===== src/rtl/vpic_pkg.sv =====
package vpic_pkg;

  // active-class record encoding
  typedef enum logic [1:0] {
    LV_NONE  = 2'b00,
    LV_LO    = 2'b01,
    LV_HI    = 2'b10,
    LV_HI_LO = 2'b11
  } lvl_t;

  // edges from capture to the entry pulse
  localparam int ENTRY_LAT = 3;

  function automatic lvl_t lvl_pop(input lvl_t s);
    case (s)
      LV_HI_LO: return LV_LO;
      default:  return LV_NONE;
    endcase
  endfunction

  function automatic lvl_t lvl_push(input lvl_t s, input logic hi);
    if (hi) return (s == LV_LO) ? LV_HI_LO : LV_HI;
    return (s == LV_NONE) ? LV_LO : s;
  endfunction

endpackage


===== src/rtl/vpic_arbiter.sv =====
module vpic_arbiter #(
  parameter int N  = 64,
  parameter int IW = (N > 1) ? $clog2(N) : 1
) (
  input  logic [N-1:0]  req,
  output logic          valid,
  output logic [IW-1:0] idx
);

  // fixed priority: the lowest set index wins
  always_comb begin
    valid = |req;
    idx   = '0;
    for (int i = N - 1; i >= 0; i--) begin
      if (req[i]) idx = IW'(i);
    end
  end

endmodule


===== src/rtl/vpic_level_stack.sv =====
module vpic_level_stack
  import vpic_pkg::*;
(
  input  logic clk,
  input  logic rst_n,
  input  logic push,
  input  logic push_hi,
  input  logic pop,
  output lvl_t lvl
);

  lvl_t nxt;

  // a return and an entry on one edge: pop first, then push
  always_comb begin
    nxt = lvl;
    if (pop)  nxt = lvl_pop(nxt);
    if (push) nxt = lvl_push(nxt, push_hi);
  end

  always_ff @(posedge clk) begin
    if (!rst_n) lvl <= LV_NONE;
    else        lvl <= nxt;
  end


  pop_lo_chk: assert property (@(posedge clk) disable iff (!rst_n)
    (pop && !push && lvl == LV_LO) |=> (lvl == LV_NONE));


  pop_nest_chk: assert property (@(posedge clk) disable iff (!rst_n)
    (pop && !push && lvl == LV_HI_LO) |=> (lvl == LV_LO));

endmodule


===== src/rtl/vpic_entry_seq.sv =====
module vpic_entry_seq
  import vpic_pkg::*;
#(
  parameter int IW = 6,
  parameter int AW = 16
) (
  input  logic          clk,
  input  logic          rst_n,
  input  logic          cap,
  input  logic [IW-1:0] cap_idx,
  input  logic          cap_hi,
  input  logic [AW-1:0] tbl_base,
  output logic          busy,
  output logic          push,
  output logic          push_hi,
  output logic          enter,
  output logic [IW-1:0] vec_idx,
  output logic          vec_hi,
  output logic [AW-1:0] vec_addr
);

  localparam int CW = $clog2(ENTRY_LAT + 1);

  logic [CW-1:0] cnt;
  logic [IW-1:0] lat_idx;
  logic          lat_hi;

  assign push    = busy && (cnt == CW'(ENTRY_LAT));
  assign push_hi = lat_hi;

  always_ff @(posedge clk) begin
    if (!rst_n) begin
      busy     <= 1'b0;
      cnt      <= '0;
      lat_idx  <= '0;
      lat_hi   <= 1'b0;
      enter    <= 1'b0;
      vec_idx  <= '0;
      vec_hi   <= 1'b0;
      vec_addr <= '0;
    end else begin
      enter <= 1'b0;
      if (!busy) begin
        if (cap) begin
          busy    <= 1'b1;
          cnt     <= CW'(1);
          lat_idx <= cap_idx;
          lat_hi  <= cap_hi;
        end
      end else if (push) begin
        busy     <= 1'b0;
        enter    <= 1'b1;
        vec_idx  <= lat_idx;
        vec_hi   <= lat_hi;
        vec_addr <= tbl_base + AW'({lat_idx, 1'b0});
      end else begin
        cnt <= cnt + CW'(1);
      end
    end
  end


  entry_latency_chk: assert property (@(posedge clk) disable iff (!rst_n)
    enter |-> $past(cap, ENTRY_LAT + 1));


  enter_pulse_chk: assert property (@(posedge clk) disable iff (!rst_n)
    enter |=> !enter);

endmodule


===== src/rtl/vpic_ctrl.sv =====
module vpic_ctrl
  import vpic_pkg::*;
#(
  parameter int NSRC = 64,
  parameter int AW   = 16,
  localparam int IW  = $clog2(NSRC)
) (
  input  logic            clk,
  input  logic            rst_n,
  input  logic [NSRC-1:0] irq_flag,
  input  logic [NSRC-1:0] src_en,
  input  logic [NSRC-1:0] src_hi,
  input  logic            glb_hi_en,
  input  logic            glb_lo_en,
  input  logic [AW-1:0]   tbl_base,
  input  logic            irq_ret,
  output logic            enter,
  output logic [IW-1:0]   vec_idx,
  output logic            vec_hi,
  output logic [AW-1:0]   vec_addr,
  output logic [1:0]      act_lvl
);

  logic [NSRC-1:0] hi_req, lo_req;
  logic            hi_valid, lo_valid;
  logic [IW-1:0]   hi_idx, lo_idx;
  logic            take_hi, take_lo, cap, busy, push, push_hi;
  lvl_t            lvl;

  assign hi_req = irq_flag & src_en &  src_hi & {NSRC{glb_hi_en}};
  assign lo_req = irq_flag & src_en & ~src_hi & {NSRC{glb_lo_en}};

  vpic_arbiter #(.N(NSRC), .IW(IW)) u_arb_hi (
    .req(hi_req), .valid(hi_valid), .idx(hi_idx));
  vpic_arbiter #(.N(NSRC), .IW(IW)) u_arb_lo (
    .req(lo_req), .valid(lo_valid), .idx(lo_idx));

  // high class may interrupt low only; low class only from idle
  assign take_hi = hi_valid && !lvl[1];
  assign take_lo = lo_valid && (lvl == LV_NONE);
  assign cap     = !busy && (take_hi || take_lo);

  vpic_entry_seq #(.IW(IW), .AW(AW)) u_seq (
    .clk(clk), .rst_n(rst_n), .cap(cap),
    .cap_idx(take_hi ? hi_idx : lo_idx), .cap_hi(take_hi),
    .tbl_base(tbl_base), .busy(busy), .push(push), .push_hi(push_hi),
    .enter(enter), .vec_idx(vec_idx), .vec_hi(vec_hi), .vec_addr(vec_addr));

  vpic_level_stack u_stack (
    .clk(clk), .rst_n(rst_n), .push(push), .push_hi(push_hi),
    .pop(irq_ret), .lvl(lvl));

  assign act_lvl = lvl;


  arb_lowest_chk: assert property (@(posedge clk) disable iff (!rst_n)
    hi_valid |-> (hi_req[hi_idx] &&
      ((hi_req & ((NSRC'(1) << hi_idx) - NSRC'(1))) == '0)));


  lo_no_preempt_chk: assert property (@(posedge clk) disable iff (!rst_n)
    (enter && !vec_hi) |-> ($past(act_lvl) == 2'b00));


  hi_level_chk: assert property (@(posedge clk) disable iff (!rst_n)
    (enter && vec_hi) |-> act_lvl[1]);

endmodule


===== config.mk =====
export PLATFORM = sky130hd
export DESIGN_NAME = vpic_ctrl
export DESIGN_NICKNAME = d
export VERILOG_FILES = /design/src/rtl/vpic_pkg.sv /design/src/rtl/vpic_arbiter.sv /design/src/rtl/vpic_level_stack.sv /design/src/rtl/vpic_entry_seq.sv /design/src/rtl/vpic_ctrl.sv
export SDC_FILE = /design/constraint.sdc
export NUM_CORES = 1
export LEC_CHECK = 0
export ABC_CLOCK_PERIOD_IN_PS = 1900
export BUFFER_PORTS_ARGS = -buffer_cell sky130_fd_sc_hd__buf_2
export CAP_MARGIN = 10
export CELL_PAD_IN_SITES_DETAIL_PLACEMENT = 1
export CELL_PAD_IN_SITES_GLOBAL_PLACEMENT = 2
export CORE_UTILIZATION = 22
export DETAILED_ROUTE_END_ITERATION = 8
export GPL_TIMING_DRIVEN = 0
export PLACE_DENSITY = 0.83
export SYNTH_ARGS = -nofsm -noshare
export SYNTH_HDL_FRONTEND = slang
export SYNTH_SLANG_ARGS = --single-unit

===== constraint.sdc =====
create_clock -name clk -period 1.9 [get_ports clk]
set_input_delay 0.19 -clock clk [delete_from_list [all_inputs] [get_ports clk]]
set_output_delay 0.19 -clock clk [all_outputs]
set_load 0.05 [all_outputs]

# Word-level counts from Yosys, hierarchy flattened
# Cells that the tools add are included.
[classes]
add_sub_neg = 2
n_eq_ne = 4
muxes = 145
bitwise = 7
n_reduce_logical = 16
[op_table]
columns = ["cell", "count"]
rows = [
  ["$mux 6", 129],
  ["$and 64x64->64", 5],
  ["$reduce_or 64->1", 2],
  ["$not 64->64", 1],
  ["$add 16x7->16", 1],
  ["$mux 2", 8],
  ["$mux 1", 8],
  ["$reduce_and 2->1", 4],
  ["$eq 2x2->1 const B", 2],
  ["$logic_and 1x1->1", 4],
  ["$logic_not 2->1", 2],
  ["$add 2x1->2 const B", 1],
  ["$eq 2x1->1 const B", 1],
  ["$logic_not 1->1", 2],
  ["$ne 2x2->1 const B", 1],
  ["$reduce_bool 2->1", 1],
  ["$logic_or 1x1->1", 1],
  ["$not 1->1", 1],
]
[word_totals]
ff_bits = 36
input_bits = 213
elab_cells = 183

# Depth between registers and ports, before layout
# Gate-level depths: netlist of run 1.
[depth]
word_depth = 68
mapped_depth = 12
mapped_depth_nobuf = 11

# Modules after synthesis
# A second synthesis of run 1 with hierarchy kept.
[unflattened]
hier_cells = 652
area_unflattened_um2 = 5106.1
[by_module_without_submodules]
columns = ["mod", "instances", "cells_each", "area_each_um2", "seq_area_each_um2"]
rows = [
  ["vpic_entry_seq", 1, 199, 1825.5, 680.7],
  ["vpic_arbiter", 2, 145, 887.1, 0.0],
  ["vpic_ctrl", 1, 153, 1408.9, 0.0],
  ["vpic_level_stack", 1, 10, 97.6, 40.0],
]

# Least setup slack after synthesis of run 1
# No wires, ideal clock.
[synth_path]
kind = "reg-to-reg"
from = "reg u_seq.lat_idx[0]"
to = "reg u_seq.vec_addr[13]"
arrival_ns = 1.952
path_slack_ns = -0.168
path_stages_with_launch = 12
n_path_buf = 0
synth_period_minus_slack_ns = 2.068
path_cell_list = "dfxtp_1 > ha_1 > inv_1 > fa_1 > nor2b_1 > o21ai_0 > a21oi_1 > o21ai_0 > a21oi_1 > xnor2_1 > nand2_1 > o211a_1"
[synth_between]
elab_chain_cells = 1
[synth_lines]
columns = ["item", "line", "rtl"]
rows = [
  ["start: declaration", "vpic_entry_seq.sv:25", "logic [IW-1:0] lat_idx;"],
  ["start signal: assignment", "vpic_entry_seq.sv:47", "lat_idx <= cap_idx;"],
  ["$add 16x7->16", "vpic_entry_seq.sv:55", "vec_addr <= tbl_base + AW'({lat_idx, 1'b0});"],
  ["end signal: assignment", "vpic_entry_seq.sv:55", ""],
  ["end: declaration", "vpic_entry_seq.sv:19", "output logic [AW-1:0] vec_addr"],
]
# Every way passes these cells.
# A chain may end at the register's enable or synchronous reset.

# Worst setup path in the final report of run 1
[layout_path]
from = "in glb_lo_en"
to = "reg u_seq.lat_idx[2]"
[layout_between]
elab_chain_cells = 66
[layout_lines]
columns = ["item", "line", "rtl"]
rows = [
  ["start: declaration", "vpic_ctrl.sv:14", "input logic glb_lo_en,"],
  ["$and 64x64->64 (*)", "vpic_ctrl.sv:31", "assign lo_req = irq_flag & src_en & ~src_hi & {NSRC{glb_lo_en}};"],
  ["$mux 6 (64 in a row)", "vpic_arbiter.sv:15", "if (req[i]) idx = IW'(i);"],
  ["$mux 6", "vpic_ctrl.sv:45", ".cap_idx(take_hi ? hi_idx : lo_idx), .cap_hi(take_hi),"],
]
# Every way passes the cells marked *; elsewhere a longest branch is shown, timed or not.

==> summary.txt, run 1 <==
Worst setup path
  • Crit end category: register
  • Worst-path fanout max: 7
  • Crit path launch type: input pin
  • Worst EP arrival: about 2.4 ns
  • Critical path class: input pin to register
  • R2R setup slack: -0.13 ns
  • Worst path required time: roughly 2.1 ns

Cells and area
  • Layout cells sized above 1: approximately two fifths
  • Most frequent cells in the layout: 237 x buf_2, 88 x nand4_1, 84 x nand2_1
  • Area Overhead vs Synth: 52.6%
  • Final core occ: about a third
  • Fin nets: about 1,200
  • Most common cell after layout, fill and taps aside: buf_2

Floorplanning
  • Die height: 150 um
  • Row count: 53
  • Initial Util: between 20 and 25%
  • CORE AREA: 0.0212 mm^2
  • Die Width: 150 um
  • Full die area: around 0.022 mm^2
  • # IOs: 239

Global route
  • Number of global-route vias before repair: 6,948
  • GRT Residual Overflow: 0
  • Global-route wire length before repair: approximately 38,000 um
  • Pin count of the biggest net entering global routing: 13
  • Initial antenna violation count: 4
  • GRT Total Usage: between 20 and 25%

Timing
  • Final Hold Vio Count: 0
  • Slew Viols, Final: 0
  • F_max: ~470 MHz
  • Unrepaired setup endpoints after global routing: yes
  • Worst Hold Slack: roughly 0.16 ns
  • Worst Tran Pin Value: about 0.57 ns
  • Final Cycle Share: 112%
  • Clk_skew: between 0.006 and 0.007 ns
  • Min Tclk post-route: 2.13 ns
  • Final worst slack: -0.226 ns
  • Slew headroom: approximately three fifths
  • Setup violators final: 16

Synth
  • Sequential share of the synthesized area: approximately 15%
  • Number of synthesized register bits: 36
  • Net Count, Synth: 859
  • Synth unique cells: 67
  • Syn Area/Cell: about 7.5 um^2
  • Area of the mapped netlist: between 0.004 and 0.005 mm^2
  • Async S/R FF share, synth: 0%
  • EDFF count, synth: 0
  • Cells after Synth: around 640
  • Top_reg_cell synth: dfxtp_1
  • Yosys Warn Count: 0

Status
  • Run status: finished with violations
  • Violations in the final reports: setup timing

Power and ir drop
  • P_leak: 0.00357 uW
  • VDD IR max: 0.285 mV
  • Final Power: ~3300 uW
  • P per Cell Area: 454 mW/mm^2

Detailed routing
  • DRC Markers: 0
  • DR pass1 iterations: 5
  • DR iter-0 viols: between 200 and 250
  • Detail Route Antenna Nets: 0
  • Wire per inst: 20.5 um
  • Drt total wl: between 20,000 and 25,000 um
  • Vias: 6,675
  • Avg Vias per Cell: ~5.5

Flow run
  • Max_cap viols: 0

Clock network
  • Worst skew pair latency: 0.29 ns
  • CTS buffer count: 5
  • # hold bufs at CTS: 0
  • CTS Root Cell: clkbuf_16
  • Htree depth: 2
  • CTS sink cnt: 36
  • CTS tree: built
  • Clock transition at path regs: ~0.060 ns
  • Clock Path Buffers: 2

Min path
  • Hold Crit Class: input pin to register

Place
  • Pre-CTS setup slack: -0.722 ns
  • DP HPWL: around 20,000 um
  • I/O Buffers: roughly 240
  • GPL Wtd Cong: about 0.87
## critical path: stages
cell and delay, ns:
buf_12 0.13, buf_12 0.15, bufbuf_16 0.27, nand4b_1 0.19
nand4_1 0.15, buf_4 0.18, nor2_1 0.10, o21ai_1 0.09
o211ai_1 0.17, a31oi_1 0.15, nor4b_2 0.35, o221a_1 0.22
## sequential cells by signal (all words and copies together), names as in the netlist
register        flops
u_seq.cnt           2
u_seq.vec_hi        1
u_seq.push_hi       1
u_seq.busy          1
u_seq.vec_idx       6
u_stack.lvl         2
u_seq.enter         1
u_seq.vec_addr     16
u_seq.lat_idx       6
## worst paths after layout
path	startpoint	endpoint	depth (start not counted)
setup / recovery	glb_lo_en	u_seq.lat_idx[2]$_SDFFE_PN0P_	12
hold / removal	tbl_base[0]	u_seq.vec_addr[0]$_SDFFE_PN0P_	3
setup reg to reg	u_seq.lat_idx[0]$_SDFFE_PN0P_	u_seq.vec_addr[13]$_SDFFE_PN0P_	11
hold reg to reg	u_seq.vec_idx[1]$_SDFFE_PN0P_	u_seq.vec_idx[1]$_SDFFE_PN0P_	2
## final cells by class
cell class,count,area [um^2]
Fill cell,2666,13900
Antenna cell,2,5.00
Clock inverter,2,15.0
Clock buffer,6,139
Buffer,27,290
Sequential cell,36,723
Tap cell,275,344
Timing Repair Buffer,288,1660
Inverter,17,63.8
Multi-Input combinational cell,557,4100
## cell usage after synthesis, types with 3 or more instances
library cell | count | share of area (%)
nand4_1 | 88 | 11
nand2_1 | 86 | 6.7
nand4b_1 | 52 | 9.5
dfxtp_1 | 36 | 15
o21ai_0 | 36 | 3.7
a21oi_1 | 34 | 3.5
nor2_1 | 29 | 2.3
a21boi_0 | 18 | 2.8
inv_1 | 17 | 1.3
and4b_1 | 16 | 3.3
nand2b_1 | 13 | 1.7
nor2b_1 | 13 | 1.7
o211ai_1 | 13 | 2.0
nand3_1 | 12 | 1.2
xnor2_1 | 12 | 2.2
a31oi_1 | 10 | 1.3
buf_6 | 10 | 2.3
and2_1 | 9 | 1.2
nand4_2 | 9 | 2.3
and3_1 | 7 | 0.91
and4_1 | 7 | 1.3
clkbuf_1 | 7 | 0.55
ha_1 | 7 | 1.8
nand4b_2 | 7 | 2.2
nor3_1 | 7 | 0.73
a211oi_1 | 5 | 0.78
o211a_1 | 5 | 1.0
a2111oi_0 | 4 | 0.73
a21o_1 | 4 | 0.62
buf_2 | 4 | 0.42
buf_4 | 4 | 0.62
nor4_4 | 4 | 1.8
nor4b_2 | 3 | 0.94
o311ai_0 | 3 | 0.55
o31ai_1 | 3 | 0.47
## per-layer routing
| layer | share of wire, % | GRT usage, % | vias up |
|---|---|---|---|
| met5 | 0.089 | 0 | - |
| met2 | 49 | 38.9 | 219 |
| met3 | 5.5 | 2.87 | 28 |
| met4 | 1.3 | 3.99 | 4 |
| met1 | 44 | 27.6 | 3265 |
| li1 | - | - | 3159 |
## where the power goes
part | total, uW | switching [uW] | internal, uW | leakage [uW]
Combinational | 1660 | 890 | 768 | 0.00321
Sequential | 823 | 30.3 | 793 | 0.000293
Clock | 858 | 337 | 522 | 0.0000691
Total | 3340 | 1260 | 2080 | 0.00357
## cells by family (layout without fill, tap and decap cells)
logic type | after synthesis | after routing | share of synthesized area, %
compound gates | 158 | 158 | 21.8
xor+xnor | 12 | 12 | 2.18
fa+ha+maj | 8 | 8 | 2.24
buf+inv | 45 | 340 | 5.72
flops | 36 | 36 | 15.0
mux | 2 | 2 | 0.416
other cells | 0 | 2 | 0
simple gates | 377 | 377 | 52.7
## through the flow
stage | TNS, ns | std cells | instance area [um^2]
finish | -2.29 | 1210 | 7350
detailed placement | -7.00 | 1148 | 6410
CTS | -1.42 | 1197 | 7210
global placement | -6.42 | 1148 | 6410
floorplan | -0.261 | 638 | 4890
global route | -4.07 | 1209 | 7340
## what timing repair did
item,CTS,global route
pin swaps,52,24
endpoints found under the setup margin,19,21
buffers inserted,36,12
resized for setup,58,13
gates cloned,5,0
No activity file was read; power rests on OpenSTA's default activity.
==> run 2, diff against run 1 <==
--- a/config.mk
+++ b/config.mk
@@ -17,3 +17,4 @@
 export SYNTH_ARGS = -nofsm -noshare
 export SYNTH_HDL_FRONTEND = slang
 export SYNTH_SLANG_ARGS = --single-unit
+export TNS_END_PERCENT = 30
==> summary.txt, run 2 (synthesis results as in run 1) <==
Timing
  • Slew Viols, Final: 0
  • Final Hold Vio Count: 0
  • F_max: between 400 and 500 MHz
  • Final worst slack: -0.144 ns
  • Clk_skew: roughly 0.0067 ns
  • Slew headroom: about 64%
  • Unrepaired setup endpoints after global routing: yes
  • Setup violators final: 17
  • Final Cycle Share: 108%
  • Final setup TNS: -1.75 ns
  • Worst Tran Pin Value: 0.536 ns
  • Min Tclk post-route: 2.04 ns

Detailed routing
  • Detail Route Antenna Nets: 0
  • DRC Markers: 0
  • Avg Vias per Cell: ~5.5
  • DR pass1 iterations: 4
  • Vias: around 6,500
  • DR iter-0 viols: between 200 and 300
  • Wire per inst: 20.5 um
  • Drt total wl: ~24,000 um

Cells and area
  • Largest register FFs: 16
  • Fin nets: about 1,100
  • Top reg by flops: u_seq.vec_addr
  • # fillers: about 2,700
  • Final core occ: between 30% and 40%
  • Layout cells sized above 1: about two fifths
  • Multi-input combinational cell area: 0.00399 mm^2
  • Largest registers: u_seq.vec_addr x16, u_seq.lat_idx x6, u_seq.vec_idx x6
  • Post-route cell area: slightly below 0.007 mm^2
  • Most frequent cells in the layout: 237 x buf_2, 88 x nand4_1, 86 x nand2_1
  • Area Overhead vs Synth: 43.6%
  • Register area: about 730 um^2
  • Most common cell after layout, fill and taps aside: buf_2

Power and ir drop
  • VDD IR max: approximately 0.27 mV
  • Int Pwr: roughly 2200 uW
  • Sequential Power Share: approximately 25%
  • P_sw: about 1200 uW
  • Clock share of power: a little under a third
  • Final Power: around 3400 uW
  • Net Sw Frac: 35.7%
  • Combinational share of power: 45.2%
  • P_leak: about 0.0033 uW
  • P per Cell Area: 485 mW/mm^2

Worst setup path
  • Worst path required time: 2.08 ns
  • Worst EP arrival: 2.22 ns
  • Worst-path fanout max: 10
  • Crit path launch type: input pin
  • Critical path class: input pin to register
  • Crit end category: register

Clock network
  • # hold bufs at CTS: 0
  • CTS tree: built
  • CTS Root Cell: clkbuf_16
  • CTS sink cnt: 36
  • Htree depth: 2
  • Clock transition at path regs: 0.06 ns
  • Clock Path Buffers: 2
  • CTS buffer count: 5
  • Worst skew pair latency: 0.29 ns

Place
  • Placed Area: 0.00637 mm^2
  • Pre-CTS setup slack: -0.828 ns
  • GPL Wtd Cong: 0.897
  • DP HPWL: around 20,000 um
  • I/O Buffers: 235

Status
  • Violations in the final reports: setup timing
  • Run status: finished with violations

Global route
  • Pin count of the biggest net entering global routing: 12
  • Most Crowded Layer GR: met2
  • Global-route wire length before repair: ~36,000 um
  • GRT Residual Overflow: 0
  • Met3 Use GR: under 10%
  • GRT Total Usage: ~21%
  • Number of global-route vias before repair: roughly 6,500
  • Met2 Usage GRT: approximately 38%
  • Initial antenna violation count: 4
  • Met1 Use GR: around a quarter

Floorplanning
  • Initial Util: a little under a quarter
  • Die height: around 150 um
  • Die Width: roughly 150 um
  • Full die area: approximately 0.022 mm^2
  • Row count: 53
  • # IOs: roughly 240
  • CORE AREA: between 0.02 and 0.025 mm^2

Flow run
  • Max_cap viols: 0

Min path
  • Hold Crit Class: input pin to register
## run 2: cell count changes in the layout (fill, tap and decap cells not counted), sizes merged
cell / change
clkbuf: +3
diode: +1
clkinvlp: -2
bufbuf: -1
bufinv: +1
buf: -31
## run 2: path summary, 6_finish.rpt
| check | start | to | slack, ns | depth (start not counted) |
|---|---|---|---|---|
| min reg2reg | u_seq.vec_idx[2]$_SDFFE_PN0P_ | u_seq.vec_idx[2]$_SDFFE_PN0P_ | 0.46 | 2 |
| max | glb_lo_en | u_seq.lat_idx[2]$_SDFFE_PN0P_ | -0.14 | 11 |
| min | tbl_base[0] | u_seq.vec_addr[0]$_SDFFE_PN0P_ | 0.17 | 3 |
| max reg2reg | u_seq.lat_idx[0]$_SDFFE_PN0P_ | u_seq.vec_addr[11]$_SDFFE_PN0P_ | -0.13 | 11 |
## run 2: power groups by stage
| stage | Combinational, uW | Sequential, uW | Clock (uW) |
|---|---|---|---|
| floorplan | 736 | 862 | 0 |
| global placement | 1310 | 840 | 0 |
| detailed placement | 1330 | 841 | 0 |
| CTS | 1420 | 825 | 1040 |
| global route | 1630 | 830 | 1070 |
| finish | 1520 | 826 | 1010 |
## run 2: layout make-up
class / instances / area share, %
Sequential cell: 36 / 10.5
Antenna cell: 3 / 0.109
Clock inverter: 1 / 0.434
Inverter: 17 / 0.923
Clock buffer: 7 / 2.21
Tap cell: 275 / 4.98
Buffer: 28 / 3.71
Multi-Input combinational cell: 557 / 57.7
Timing Repair Buffer: 257 / 19.5
## run 2: critical path: stages
cell and delay (ns):
buf_12 0.13, buf_12 0.14, buf_12 0.14, nand4b_1 0.20, nand4b_1 0.24, nor4b_2 0.37
nand2_1 0.14, o21ai_2 0.17, o21ai_2 0.12, buf_6 0.14, o221a_1 0.22
## run 2: repair_timing
item / in CTS / in global routing
pin swaps: 26 / 31
endpoints found under the setup margin: 21 / 22
gates resized for setup: 33 / 21
gates cloned: 0 / 1
buffers inserted: 7 / 14
## run 2: per-stage QoR
stage / std cells / hold slack (ns)
floorplan: 638 / 0.335
global placement: 1148 / 0.451
detailed placement: 1148 / 0.460
CTS: 1163 / 0.167
global route: 1180 / 0.180
finish: 1181 / 0.168
## run 2: metal layers
| layer | vias up | wire length [um] |
|---|---|---|
| li1 | 3091 | - |
| met1 | 3201 | 10700 |
| met2 | 165 | 12200 |
| met3 | 27 | 1020 |
| met4 | 4 | 280 |
| met5 | - | 31 |
==> run 3, diff against run 2 <==
--- a/config.mk
+++ b/config.mk
@@ -7,13 +7,13 @@
 export LEC_CHECK = 0
 export ABC_CLOCK_PERIOD_IN_PS = 1900
 export BUFFER_PORTS_ARGS = -buffer_cell sky130_fd_sc_hd__buf_2
-export CAP_MARGIN = 10
 export CELL_PAD_IN_SITES_DETAIL_PLACEMENT = 1
 export CELL_PAD_IN_SITES_GLOBAL_PLACEMENT = 2
 export CORE_UTILIZATION = 22
 export DETAILED_ROUTE_END_ITERATION = 8
 export GPL_TIMING_DRIVEN = 0
 export PLACE_DENSITY = 0.83
+export REMOVE_ABC_BUFFERS = 1
 export SYNTH_ARGS = -nofsm -noshare
 export SYNTH_HDL_FRONTEND = slang
 export SYNTH_SLANG_ARGS = --single-unit
==> summary.txt, run 3 (synthesis results as in run 1) <==
Power and ir drop
  • P_leak: 0.00330 uW
  • Combinational share of power: approximately 47%
  • Final Power: 3130 uW
  • P per Cell Area: about 450 mW/mm^2
  • Sequential Power Share: a little over a quarter
  • Int Pwr: 2000 uW
  • P_sw: approximately 1100 uW
  • VDD IR max: between 0.3 and 0.4 mV
  • Clock share of power: a little over a quarter
  • Net Sw Frac: approximately 36%

Clock network
  • CTS buffer count: 5
  • Clock transition at path regs: 0.06 ns
  • Worst skew pair latency: 0.28 ns
  • Htree depth: 2
  • CTS sink cnt: 36
  • Clock Path Buffers: 2
  • CTS Root Cell: clkbuf_16
  • CTS tree: built
  • # hold bufs at CTS: 0

Worst setup path
  • Most used cell along the critical path: a21oi_2
  • Critical path class: register to register
  • Crit end category: register
  • Delay-heaviest family, CP: compound AO/OA/AOI/OAI gates
  • Crit-path cells: ha_4, inv_2, fa_2, nor2b_4, o21ai_2, a21oi_2, o21ai_4, a21oi_2, xnor2_1, nand2_1, o211a_1
  • Slowest stage cell, crit path: dfxtp_4
  • Slowest stage delay, CP: 0.36 ns
  • Crit path launch type: register
  • FF-to-FF End: u_seq.vec_addr[13]$_SDFFE_PN0P_
  • Buffers & Inverters on Critical Path: 1
  • RR Startpoint: u_seq.lat_idx[0]$_SDFFE_PN0P_
  • R2R setup slack: -0.17 ns
  • Worst-path fanout max: 5
  • R2R depth: 11
  • Worst EP arrival: roughly 2.3 ns
  • Worst path required time: 2.08 ns

Floorplanning
  • Row count: 53
  • Die height: approximately 150 um
  • CORE AREA: 0.0212 mm^2
  • Initial Util: between 20% and 30%
  • # IOs: 239
  • Die Width: approximately 150 um
  • Full die area: ~0.022 mm^2

Place
  • DP HPWL: 16,300 um
  • GPL Wtd Cong: 0.794
  • Placed Area: 0.00614 mm^2
  • Pre-CTS setup slack: -1.65 ns
  • Cells after DPL: 1,123
  • I/O Buffers: between 200 and 250

Detailed routing
  • DR iter-0 viols: around 240
  • Avg Vias per Cell: ~5.4
  • DRC Markers: 0
  • Drt total wl: 21,300 um
  • Detail Route Antenna Nets: 0
  • Vias: 6,252
  • Wire per inst: 18.2 um
  • DR pass1 iterations: 5

Cells and area
  • Post-route cell area: approximately 0.0069 mm^2
  • Layout cells sized above 1: about two fifths
  • Top reg by flops: u_seq.vec_addr
  • Final core occ: between 30% and 40%
  • Area Overhead vs Synth: 43.3%
  • Most frequent cells in the layout: 236 x buf_2, 88 x nand4_1, 85 x nand2_1
  • # fillers: 2,667
  • Fin nets: between 1,000 and 1,500
  • Most common cell after layout, fill and taps aside: buf_2
  • Multi-input combinational cell area: around 0.0041 mm^2
  • Diodes inserted: 0
  • Non-Filler Instances: 1,166
  • Register area: around 730 um^2
  • Largest registers: u_seq.vec_addr x16, u_seq.lat_idx x6, u_seq.vec_idx x6
  • Largest register FFs: 16

Timing
  • Slew Viols, Final: 0
  • Final worst slack: -0.173 ns
  • Worst Tran Pin Value: about 0.73 ns
  • Clk_skew: roughly 0.0073 ns
  • Final Cycle Share: 109%
  • Setup violators final: 11
  • Unrepaired setup endpoints after global routing: yes
  • F_max: between 400 and 500 MHz
  • Final Hold Vio Count: 0
  • Min Tclk post-route: just over 2 ns
  • Slew headroom: a little over 50%

Global route
  • Number of global-route vias before repair: 6,246
  • GRT Total Usage: a little under a fifth
  • Initial antenna violation count: 0
  • Global-route wire length before repair: roughly 32,000 um
  • Pin count of the biggest net entering global routing: 37
  • GRT Residual Overflow: 0

Flow run
  • Max_cap viols: 0

Min path
  • Hold endpoint: u_seq.vec_addr[0]$_SDFFE_PN0P_
  • Hold depth: 3
  • HP Start: tbl_base[0]
  • Hold Crit Class: input pin to register

Status
  • Violations in the final reports: setup timing
  • Run status: finished with violations
## run 3: cell count changes in the layout (fill, tap and decap cells not counted), sizes merged
| cell | change |
|---|---|
| o21ai | +1 |
| diode | -3 |
| bufinv | -1 |
| buf | -5 |
| clkbuf | -7 |
## run 3: power by group through the flow
stage | Combinational, uW | Clock [uW] | Sequential [uW]
global placement | 1210 | 0 | 838
CTS | 1450 | 841 | 830
detailed placement | 1230 | 0 | 840
finish | 1480 | 825 | 829
floorplan | 646 | 0 | 862
global route | 1620 | 876 | 833
## run 3: per-layer routing
metal / share of wire (%) / routed length [um] / vias up / global-route usage [%]
li1: - / - / 3054 / -
met1: 43 / 9220 / 3000 / 22.4
met2: 49 / 10500 / 174 / 33.3
met3: 5.7 / 1210 / 24 / 2.71
met4: 1.5 / 318 / 0 / 3.64
met5: 0 / 0 / - / 0
## run 3: tightest hold or removal path, cell delays in order
cell and delay, ns:
buf_2 0.10, nand2_1 0.04, a21boi_0 0.06
## run 3: layout make-up
type / instances / share of cell area [%]
inverter: 17 / 0.925
tap: 275 / 4.99
sequential: 36 / 10.5
clock buffer: 8 / 2.12
timing repair buffer: 272 / 22.6
multi-input combinational: 558 / 58.8
## run 3: what timing repair did
| item | CTS | global route |
|---|---|---|
| gates cloned | 3 | 0 |
| setup buffers | 30 | 3 |
| gates resized for setup | 74 | 6 |
| endpoints found under the setup margin | 22 | 20 |
| pin swaps | 40 | 17 |
## run 3: per-stage QoR
step                hold WS (ns)  setup TNS, ns
global route               0.172          -2.87
global placement           0.448         -18.28
finish                     0.168          -1.02
detailed placement         0.456         -18.68
floorplan                  0.307         -0.850
CTS                        0.168         -0.822
## run 3: worst max-delay path by stage
| stage | from | end | slack (ns) | depth (start not counted) |
|---|---|---|---|---|
| 6_report | u_seq.lat_idx[0]$_SDFFE_PN0P_ | u_seq.vec_addr[13]$_SDFFE_PN0P_ | -0.17 | 11 |
| 5_1_grt | u_seq.lat_idx[0]$_SDFFE_PN0P_ | u_seq.vec_addr[13]$_SDFFE_PN0P_ | -0.29 | 11 |
| 4_1_cts | u_seq.lat_idx[0]$_SDFFE_PN0P_ | u_seq.vec_addr[13]$_SDFFE_PN0P_ | -0.16 | 11 |
| 3_5_place_dp | glb_hi_en | u_seq.lat_idx[2]$_SDFFE_PN0P_ | -1.65 | 8 |
| 3_3_place_gp | glb_hi_en | u_seq.lat_idx[0]$_SDFFE_PN0P_ | -1.64 | 8 |
| 2_1_floorplan | u_seq.lat_idx[0]$_SDFFE_PN0P_ | u_seq.vec_addr[11]$_SDFFE_PN0P_ | -0.19 | 11 |
